==> src/rtl/asram_pkg.sv <==
package asram_pkg;

   typedef enum logic [2:0] {
      ST_IDLE   = 3'd0,
      ST_READ   = 3'd1,
      ST_WPULSE = 3'd2,
      ST_WREC   = 3'd3,
      ST_TURN   = 3'd4
   } asram_state_e;

   localparam int TK_CYCLE   = 0;
   localparam int TK_WPULSE  = 1;
   localparam int TK_SELEND  = 2;
   localparam int TK_DSETUP  = 3;
   localparam int TK_RELEASE = 4;

   function automatic int grade_time(input int grade, input int kind);
      int t;
      t = grade;
      case (kind)
         TK_CYCLE:   t = grade;
         TK_WPULSE:  t = (grade == 100) ? 60 : (grade == 120) ? 70 : 90;
         TK_SELEND:  t = (grade == 100) ? 80 : (grade == 120) ? 85 : 100;
         TK_DSETUP:  t = (grade == 150) ? 50 : 40;
         TK_RELEASE: t = (grade == 100) ? 35 : (grade == 120) ? 40 : 50;
         default:    t = grade;
      endcase
      return t;
   endfunction

   function automatic int ceil_cycles(input int ns, input int period);
      return (ns + period - 1) / period;
   endfunction

   function automatic int imax(input int a, input int b);
      return (a > b) ? a : b;
   endfunction

   function automatic int cnt_bits(input int maxval);
      return (maxval < 2) ? 1 : $clog2(maxval + 1);
   endfunction

endpackage

==> src/rtl/asram_dcount.sv <==
module asram_dcount #(
   parameter int W = 3
) (
   input  logic         clk,
   input  logic         rst_n,
   input  logic         load,
   input  logic [W-1:0] load_val,
   output logic         zero
);
   logic [W-1:0] cnt_q;

   always_ff @(posedge clk) begin
      if (!rst_n)            cnt_q <= '0;
      else if (load)         cnt_q <= load_val;
      else if (cnt_q != '0)  cnt_q <= cnt_q - 1'b1;
   end

   assign zero = (cnt_q == '0);

   a_r9_count_down : assert property (@(posedge clk) disable iff (!rst_n)
      (!load && !zero) |=> (cnt_q == $past(cnt_q) - 1'b1));

endmodule

==> src/rtl/asram_seq.sv <==
module asram_seq
   import asram_pkg::*;
#(
   parameter int NRD   = 5,
   parameter int NWP   = 4,
   parameter int NWREC = 1,
   parameter int NTURN = 2,
   parameter int CNT_W = 3
) (
   input  logic         clk,
   input  logic         rst_n,
   input  logic         start,
   input  logic         start_write,
   output asram_state_e nxt,
   output logic         capture
);
   asram_state_e st_q;
   logic             load;
   logic [CNT_W-1:0] load_val;
   logic             zero;

   asram_dcount #(.W(CNT_W)) u_cnt (
      .clk(clk), .rst_n(rst_n), .load(load), .load_val(load_val), .zero(zero)
   );

   always_comb begin
      nxt      = st_q;
      load     = 1'b0;
      load_val = '0;
      unique case (st_q)
         ST_IDLE: if (start) begin
            load     = 1'b1;
            nxt      = start_write ? ST_WPULSE : ST_READ;
            load_val = start_write ? CNT_W'(NWP - 1) : CNT_W'(NRD - 1);
         end
         ST_READ: if (zero) begin
            nxt = ST_TURN; load = 1'b1; load_val = CNT_W'(NTURN - 1);
         end
         ST_WPULSE: if (zero) begin
            nxt = ST_WREC; load = 1'b1; load_val = CNT_W'(NWREC - 1);
         end
         ST_WREC: if (zero) begin
            nxt = ST_TURN; load = 1'b1; load_val = CNT_W'(NTURN - 1);
         end
         ST_TURN: if (zero) nxt = ST_IDLE;
         default: nxt = ST_IDLE;
      endcase
   end

   assign capture = (st_q == ST_READ) && zero;

   always_ff @(posedge clk) begin
      if (!rst_n) st_q <= ST_IDLE;
      else        st_q <= nxt;
   end

   // a read window always ends in the turnaround state
   a_r2_read_to_turn : assert property (@(posedge clk) disable iff (!rst_n)
      capture |=> (st_q == ST_TURN));

   // the sequencer reaches idle only through the turnaround state
   a_r7_idle_via_turn : assert property (@(posedge clk) disable iff (!rst_n)
      (st_q != ST_IDLE) ##1 (st_q == ST_IDLE) |-> ($past(st_q) == ST_TURN));

endmodule

==> src/rtl/asram_ctrl.sv <==
module asram_ctrl
   import asram_pkg::*;
#(
   parameter int CLK_PERIOD_NS = 20,
   parameter int GRADE_NS      = 100,
   parameter int AW            = 13,
   parameter int DW            = 8
) (
   input  logic          clk,
   input  logic          rst_n,
   input  logic          req_valid,
   output logic          req_ready,
   input  logic          req_write,
   input  logic [AW-1:0] req_addr,
   input  logic [DW-1:0] req_wdata,
   output logic [DW-1:0] rsp_rdata,
   output logic          rsp_done,
   output logic [AW-1:0] mem_addr,
   output logic          mem_cs1_n,
   output logic          mem_cs2,
   output logic          mem_we_n,
   output logic          mem_oe_n,
   output logic [DW-1:0] mem_dq_out,
   output logic          mem_dq_oe,
   input  logic [DW-1:0] mem_dq_in
);
   localparam int P      = CLK_PERIOD_NS;
   localparam int NRD    = ceil_cycles(grade_time(GRADE_NS, TK_CYCLE), P);
   localparam int NWP    = imax(ceil_cycles(grade_time(GRADE_NS, TK_WPULSE), P),
                           imax(ceil_cycles(grade_time(GRADE_NS, TK_SELEND), P),
                                ceil_cycles(grade_time(GRADE_NS, TK_DSETUP), P)));
   localparam int NWC    = ceil_cycles(grade_time(GRADE_NS, TK_CYCLE), P);
   localparam int NWREC  = imax(1, NWC - NWP);
   localparam int NTURN  = imax(1, ceil_cycles(grade_time(GRADE_NS, TK_RELEASE), P));
   localparam int CNT_W  = cnt_bits(imax(imax(NRD, NWP), imax(NWREC, NTURN)) + 1);

   initial begin
      a_grade_legal : assert (GRADE_NS == 100 || GRADE_NS == 120 || GRADE_NS == 150);
      a_period_legal : assert (CLK_PERIOD_NS > 0);
      a_width_legal : assert (AW > 0 && DW > 0);
   end

   asram_state_e nxt;
   logic         capture;
   logic         accept;
   logic         ready_q, cs_q, we_q, oe_q, dqoe_q, done_q;
   logic [AW-1:0] addr_q;
   logic [DW-1:0] wdata_q, rdata_q;

   assign accept = req_valid && ready_q;

   asram_seq #(
      .NRD(NRD), .NWP(NWP), .NWREC(NWREC), .NTURN(NTURN), .CNT_W(CNT_W)
   ) u_seq (
      .clk(clk), .rst_n(rst_n), .start(accept), .start_write(req_write),
      .nxt(nxt), .capture(capture)
   );

   // pin registers decoded from the next state so every pin leaves a flop
   always_ff @(posedge clk) begin
      if (!rst_n) begin
         ready_q <= 1'b1;
         cs_q    <= 1'b0;
         we_q    <= 1'b0;
         oe_q    <= 1'b0;
         dqoe_q  <= 1'b0;
         done_q  <= 1'b0;
      end else begin
         ready_q <= (nxt == ST_IDLE);
         cs_q    <= (nxt == ST_READ) || (nxt == ST_WPULSE) || (nxt == ST_WREC);
         we_q    <= (nxt == ST_WPULSE);
         oe_q    <= (nxt == ST_READ);
         dqoe_q  <= (nxt == ST_WPULSE) || (nxt == ST_WREC);
         done_q  <= capture;
      end
   end

   always_ff @(posedge clk) begin
      if (!rst_n) begin
         addr_q  <= '0;
         wdata_q <= '0;
         rdata_q <= '0;
      end else begin
         if (accept) begin
            addr_q  <= req_addr;
            wdata_q <= req_wdata;
         end
         if (capture) rdata_q <= mem_dq_in;
      end
   end

   assign req_ready  = ready_q;
   assign mem_addr   = addr_q;
   assign mem_cs1_n  = ~cs_q;
   assign mem_cs2    = cs_q;
   assign mem_we_n   = ~we_q;
   assign mem_oe_n   = ~oe_q;
   assign mem_dq_out = wdata_q;
   assign mem_dq_oe  = dqoe_q;
   assign rsp_rdata  = rdata_q;
   assign rsp_done   = done_q;

   // checker counters for pulse widths
   logic [CNT_W:0] we_len, idle_len;
   always_ff @(posedge clk) begin
      if (!rst_n) begin
         we_len   <= '0;
         idle_len <= (CNT_W+1)'(NTURN + 1);
      end else begin
         we_len <= !mem_we_n ? we_len + 1'b1 : '0;
         if (cs_q)                            idle_len <= '0;
         else if (idle_len < (CNT_W+1)'(NTURN + 1)) idle_len <= idle_len + 1'b1;
      end
   end

   a_r4_we_width : assert property (@(posedge clk) disable iff (!rst_n)
      $rose(mem_we_n) |-> (we_len == (CNT_W+1)'(NWP)));
   a_r4_oe_high_in_write : assert property (@(posedge clk) disable iff (!rst_n)
      !mem_we_n |-> (mem_oe_n && !mem_cs1_n && mem_cs2 && mem_dq_oe));
   a_r5_hold_after_we : assert property (@(posedge clk) disable iff (!rst_n)
      $rose(mem_we_n) |-> (mem_dq_oe && !mem_cs1_n && $stable(mem_dq_out)));
   a_r5_release_with_sel : assert property (@(posedge clk) disable iff (!rst_n)
      $fell(mem_dq_oe) |-> (mem_cs1_n && !mem_cs2));
   a_r6_no_bus_fight : assert property (@(posedge clk) disable iff (!rst_n)
      mem_dq_oe |-> mem_oe_n);
   a_r2_addr_stable : assert property (@(posedge clk) disable iff (!rst_n)
      (!mem_cs1_n && $past(!mem_cs1_n)) |-> $stable(mem_addr));
   a_r2_done_pulse : assert property (@(posedge clk) disable iff (!rst_n)
      rsp_done |=> !rsp_done);
   a_r7_turn_gap : assert property (@(posedge clk) disable iff (!rst_n)
      $fell(mem_cs1_n) |-> (idle_len >= (CNT_W+1)'(NTURN)));
   a_r8_busy_not_ready : assert property (@(posedge clk) disable iff (!rst_n)
      !mem_cs1_n |-> !req_ready);

endmodule

==> config.mk <==
export PLATFORM = sky130hd
export DESIGN_NAME = asram_ctrl
export DESIGN_NICKNAME = d
export VERILOG_FILES = /design/src/rtl/asram_pkg.sv /design/src/rtl/asram_dcount.sv /design/src/rtl/asram_seq.sv /design/src/rtl/asram_ctrl.sv
export SDC_FILE = /design/constraint.sdc
export NUM_CORES = 1
export LEC_CHECK = 0
export ABC_AREA = 1
export BUFFER_PORTS_ARGS = -buffer_cell sky130_fd_sc_hd__buf_2
export CAP_MARGIN = 20
export CORE_UTILIZATION = 35
export DETAILED_ROUTE_END_ITERATION = 6
export SYNTH_ARGS = -nofsm -noshare
export SYNTH_HDL_FRONTEND = slang
export SYNTH_SLANG_ARGS = --single-unit
==> constraint.sdc <==
create_clock -name clk -period 3 [get_ports clk]
set_input_delay 0.6 -clock clk [delete_from_list [all_inputs] [get_ports clk]]
set_output_delay 0.6 -clock clk [all_outputs]
set_load 0.005 [all_outputs]
# After elaboration in Yosys (flattened, before gate mapping)
# Cells that the tools add are included.
[op_classes] addsub=1 n_bitwise=3 reduce_logical=12 eq_ne=7 div_mod_pow=0 mul=0 magnitude_cmp=0 mux=15 n_shift=0
[op_table] operator="$mux W3" n=8
[op_table] operator="$eq A3 B2 Y1 const B" n=4
[op_table] operator="$pmux W3 S4" n=1
[op_table] operator="$logic_not A3 Y1" n=3
[op_table] operator="$eq A3 B1 Y1 const B" n=2
[op_table] operator="$pmux W3 S2" n=1
[op_table] operator="$eq A3 B3 Y1 const B" n=1
[op_table] operator="$logic_or A1 B1 Y1" n=3
[op_table] operator="$mux W1" n=3
[op_table] operator="$not A1 Y1" n=3
[op_table] operator="$reduce_bool A3 Y1" n=1
[op_table] operator="$reduce_or A3 Y1" n=1
[op_table] operator="$sub A3 B1 Y3 const B" n=1
[op_table] operator="$logic_and A1 B1 Y1" n=2
[op_table] operator="$mux W2" n=1
[op_table] operator="$pmux W1 S2" n=1
[op_table] operator="$reduce_bool A2 Y1" n=1
[op_table] operator="$reduce_or A2 Y1" n=1
[totals] register_bits=41 inputBits=33 latch_bits=0 ramBits=0 rom_bits=0 mem_count=0

# Longest topological paths before layout
[depth] depth_word=6 ltp_mapped=10

# Modules after synthesis
# A second synthesis with hierarchy kept.
[hier_totals] hier_cells=252 area_unflattened_um2=1762.9
[by_module_without_submodules] module="asram_ctrl" cells_each=190 area_each_um2=1345.0 instances=1
[by_module_without_submodules] module="asram_seq" cells_each=33 area_each_um2=217.7 instances=1
[by_module_without_submodules] module="asram_dcount" cells_each=29 area_each_um2=200.2 instances=1

# Least setup slack after synthesis
# No wires, ideal clock.
[synth_timing] path_type="register to register" startpoint="reg u_seq.u_cnt.cnt_q[0]" endpoint="reg rdata_q[0], in the netlist rsp_rdata[0]" path_buffers=0 path_slack_ps=1707 arrival_time_ps=1177 path_stages_with_launch=10 setup_time_ps=116 period_less_slack_ps=1293 path_cell_list="dfxtp_1 inv_1 ha_1 inv_1 nor2_4 nand2_2 nor2_4 inv_2 nor2_1 nor2_1"
[synth_between] elab_chain_cells=2
[synth_rtl] item="from (decl)" line="asram_dcount.sv:10" rtl="logic [W-1:0] cnt_q;"
[synth_rtl] item="from (signal assigned)" line="asram_dcount.sv:14" rtl="else if (load) cnt_q <= load_val;"
[synth_rtl] item="from (signal assigned)" line="asram_dcount.sv:15" rtl="else if (cnt_q != '0) cnt_q <= cnt_q - 1'b1;"
[synth_rtl] item="$logic_not A3 Y1" line="asram_dcount.sv:18" rtl="assign zero = (cnt_q == '0);"
[synth_rtl] item="$logic_and A1 B1 Y1" line="asram_seq.sv:50" rtl="assign capture = (st_q == ST_READ) && zero;"
[synth_rtl] item="to (signal assigned)" line="asram_ctrl.sv:88" rtl="if (capture) rdata_q <= mem_dq_in;"
[synth_rtl] item="to (decl)" line="asram_ctrl.sv:48" rtl="logic [DW-1:0] wdata_q, rdata_q;"
# No other way between the ends.
# A chain may end at the register's enable or synchronous reset.

# Worst setup path after layout
[layout_timing] startpoint="in req_valid" endpoint="reg cs_q, in the netlist mem_cs2"
[layout_between] elab_chain_cells=6
[layout_rtl] item="from (decl)" line="asram_ctrl.sv:11" rtl="input logic req_valid,"
[layout_rtl] item="$logic_and A1 B1 Y1 (*)" line="asram_ctrl.sv:50" rtl="assign accept = req_valid && ready_q;"
[layout_rtl] item="$mux W3 (*)" line="asram_seq.sv:31" rtl="ST_IDLE: if (start) begin"
[layout_rtl] item="$pmux W3 S4 (*)" line="asram_seq.sv:30" rtl="unique case (st_q)"
[layout_rtl] item="$eq A3 B1 Y1 or $eq A3 B2 Y1 (tied branches)" line="asram_ctrl.sv:70" rtl="cs_q <= (nxt == ST_READ) || (nxt == ST_WPULSE) || (nxt == ST_WREC);"
[layout_rtl] item="$logic_or A1 B1 Y1" line="asram_ctrl.sv:70"
[layout_rtl] item="$logic_or A1 B1 Y1 (*)" line="asram_ctrl.sv:70"
[layout_rtl] item="to (signal assigned)" line="asram_ctrl.sv:70"
[layout_rtl] item="to (decl)" line="asram_ctrl.sv:46" rtl="logic ready_q, cs_q, we_q, oe_q, dqoe_q, done_q;"
# Mark *: on every way between the ends. The rest lies on a longest branch, timed or not.

==> results.cfg <==
[synthesis]
synth_area_per_cell_um2 = 7.59
synth_top_area_share_pct = 50.5
synth-seq-cells = 41
synth.area.mux_share_pct = 0
synth_edf_count = 0
synth.net_count = 249
netlist_instances = 214
synth_compound_area_share_pct = 10.1
yosysTopAreaCell = dfxtp_1
yosysMostFrequentCell = nor2_1
yosys.area_share.simple_pct = 30.9
synthTopCellsByCount = 66 x nor2_1, 41 x dfxtp_1, 29 x o21ai_0
synth-seq-area-share_pct = 50.5
ys.flop_type = dfxtp_1
yosys-top-cells-area = dfxtp_1 51%, nor2_1 15%, o21ai_0 8.9%
synth-async-reset-ratio_pct = 0
synth_fa_ha_area_share_pct = 1.54
netlist_area_mm2 = 0.00163
yosysWarnings = 0
synth_xor_area_share_pct = 0.539
synth_cell_types = 19
synth_top_family_by_area = simple AND/OR/NAND/NOR gates

[cts]
ctsHoldBuffers = 0
htreeDepth = 2
cts-root-buf = clkbuf_8
clkLatencyLatePin_ns = 0.29
numCtsBuffers = 5
cts_max_path_buffers = 2
clkSinkCount = 41
postCtsResizedCells = 0
cts_tree = built
cts_setup_buffers = 0
clkTransAtPathRegs_ns = 0.08

[placement]
portBuffers = 68
place_ws_ns = 1.16
dp_hpwl_mm = 2.55
gp_congestion = 0.882

[power_and_ir_drop]
p_leak_nw = 1.09
power_frac_clock_pct = 19.3
power.density_mw_per_mm2 = 854
p_seq_share_pct = 42.1
switching_share_pct = 37.6
combPwrFrac_pct = 38.6
intPower_w = 0.00111
power_switching_w = 0.000672
ir_worst_vdd_v = 0.000275

[setup_path]
path_class = input pin to register
crit_path_end_kind = register
cp-start-kind = input pin
rrSetupSlack_ns = 1.47
cp.required_ns = 3.19
arrival_ns = 1.72
worst_path_most_repeated_cell = nand2_1
path_max_fanout = 13
reg2reg_depth = 9
max_stage_delay_ns = 0.29
crit_chain = buf_2 > nand2_1 > buf_4 > nor2_1 > nand3_1 > nand3_2 > nand2_1 > nand2_1
crit_path_top_delay_cell = nand2_1
r2r-end = rsp_rdata[6]
r2r-start = u_seq.u_cnt.cnt_q[0]

[drt]
via_count = 1518
drc = 0
viasPerCell = 4.52
wire_per_inst_um = 10.6
wirelength_mm = 3.56
drtAntennaViolNets = 0
firstDrtPassIters = 4
drtIter0Drc = 38

[global_route]
grt.total_usage_pct = 15.7
grt_pass1_vias = 1409
grt_pass1_wl_mm = 6.04
gr-total-overflow = 0
grt_max_degree = 35
antenna_found_initial = 0

[outcome]
outcome = completed

[die]
start_util_pct = 36.8
ioPinCount = 69
rows = 24
die_y_um = 70.1
die-area_mm2 = 0.00492
core-area_mm2 = 0.00441
die_w_um = 70.1

[min_path]
hold_end = u_seq.u_cnt.cnt_q[1]
hold_class = register to register
hp-start = u_seq.u_cnt.cnt_q[1]
worstHoldPathCells = 2

[finish]
syn2layout_area_growth_pct = 28.8
final_layout_size_suffix_gt1_share_pct = 34.2
fill_cells = 458
nets = 318
antennaDiodeCount = 0
multi_input_area_um2 = 701
seqCellArea_um2 = 821

[timing]
skew_ns = 0.00391
max_freq_mhz = 652
hold_viol = 0
setup_violations = 0
worst_slack_ns = 1.47
worstMarginPinSlew_ns = 0.716
rsz0062_at_grt = no
min_period_ns = 1.53
slew_viol_final = 0
tns_ns = 0
slew_headroom_pct = 52.2
fin_crit_sh_pct = 51.2

[job]
maxCapViolCount = 0
[metrics by stage]
step / util [%] / area [um^2] / cells / hold slack [ns] / total power (W)
finish: 47.4 / 2090 / 336 / 0.476 / 0.00179
global route: 47.4 / 2090 / 336 / 0.514 / 0.00195
CTS: 47.4 / 2090 / 336 / 0.479 / 0.00181
detailed placement: 45.5 / 2010 / 328 / 0.467 / 0.00146
global placement: 45.5 / 2010 / 328 / 0.459 / 0.00146
floorplan: - / 1630 / 214 / 0.451 / 0.00124
[per-layer routing]
metal / track usage (%) / up-vias / routed length, um
met5: 0 / - / 0
met4: 8.00 / 0 / 34
met3: 5.48 / 2 / 187
met2: 23.3 / 39 / 1630
met1: 20.1 / 676 / 1700
li1: - / 801 / -
[how the worst max path moves through the flow]
stage / startpoint / to / slack (ns) / depth (start not counted)
floorplan: u_seq.u_cnt.cnt_q[0] / rsp_rdata[0] / 1.71 / 9
global placement: req_valid / mem_cs2 / 1.20 / 8
detailed placement: req_valid / mem_cs2 / 1.16 / 8
CTS: u_seq.u_cnt.cnt_q[0] / rsp_rdata[6] / 1.46 / 9
global route: u_seq.u_cnt.cnt_q[0] / rsp_rdata[6] / 1.32 / 9
finish: req_valid / mem_cs2 / 1.47 / 8
[worst max-delay path: cells and delay by family]
family	cells	cell delay [ns]
buf+inv	2	0.36
simple gates	6	0.74
[power groups by stage]
stage	combinational (W)	sequential (W)	clock, W
finish	0.000690	0.000753	0.000345
global route	0.000790	0.000773	0.000385
CTS	0.000696	0.000754	0.000359
detailed placement	0.000693	0.000766	0
global placement	0.000695	0.000767	0
floorplan	0.000469	0.000773	0
[flip-flops by register name (all words and copies together), names as in the netlist]
register,count
mem_addr,13
mem_dq_out,8
rsp_rdata,8
u_seq.st_q,3
u_seq.u_cnt.cnt_q,3
mem_cs2,1
mem_dq_oe,1
oe_q,1
req_ready,1
rsp_done,1
we_q,1
[placed cells by master (no fill, tap or decap), types with 2 or more instances in the layout]
| cell type | synthesis | layout |
|---|---|---|
| nor2_2 | 3 | 3 |
| ha_1 | 2 | 2 |
| inv_1 | 15 | 15 |
| nand3_1 | 8 | 8 |
| clkbuf_8 | 0 | 5 |
| clkbuf_1 | 5 | 2 |
| o21ai_0 | 29 | 29 |
| nand2_1 | 20 | 20 |
| buf_2 | 2 | 68 |
| nor2_4 | 6 | 6 |
| nor2_1 | 66 | 66 |
| inv_2 | 5 | 5 |
| nand2_2 | 6 | 6 |
| dfxtp_1 | 41 | 41 |
[final cells by class]
class / count / area share, %
well taps: 52 / 3.11
inverters: 20 / 3.59
flip-flops and latches: 41 / 39.2
clock inverters: 1 / 0.359
multi-input cells: 146 / 33.5
repair buffers: 69 / 16.6
clock buffers: 7 / 3.65
[cells by family (layout without fill, tap and decap cells)]
| kind of cell | after synthesis | after routing |
|---|---|---|
| AND/OR/NAND/NOR | 111 | 111 |
| flip-flops | 41 | 41 |
| AO/OA/AOI/OAI | 32 | 32 |
| buffers and inverters | 27 | 97 |
| adder cells (fa/ha/maj) | 2 | 2 |
| XOR/XNOR | 1 | 1 |
(Power assumes the default switching activity.)
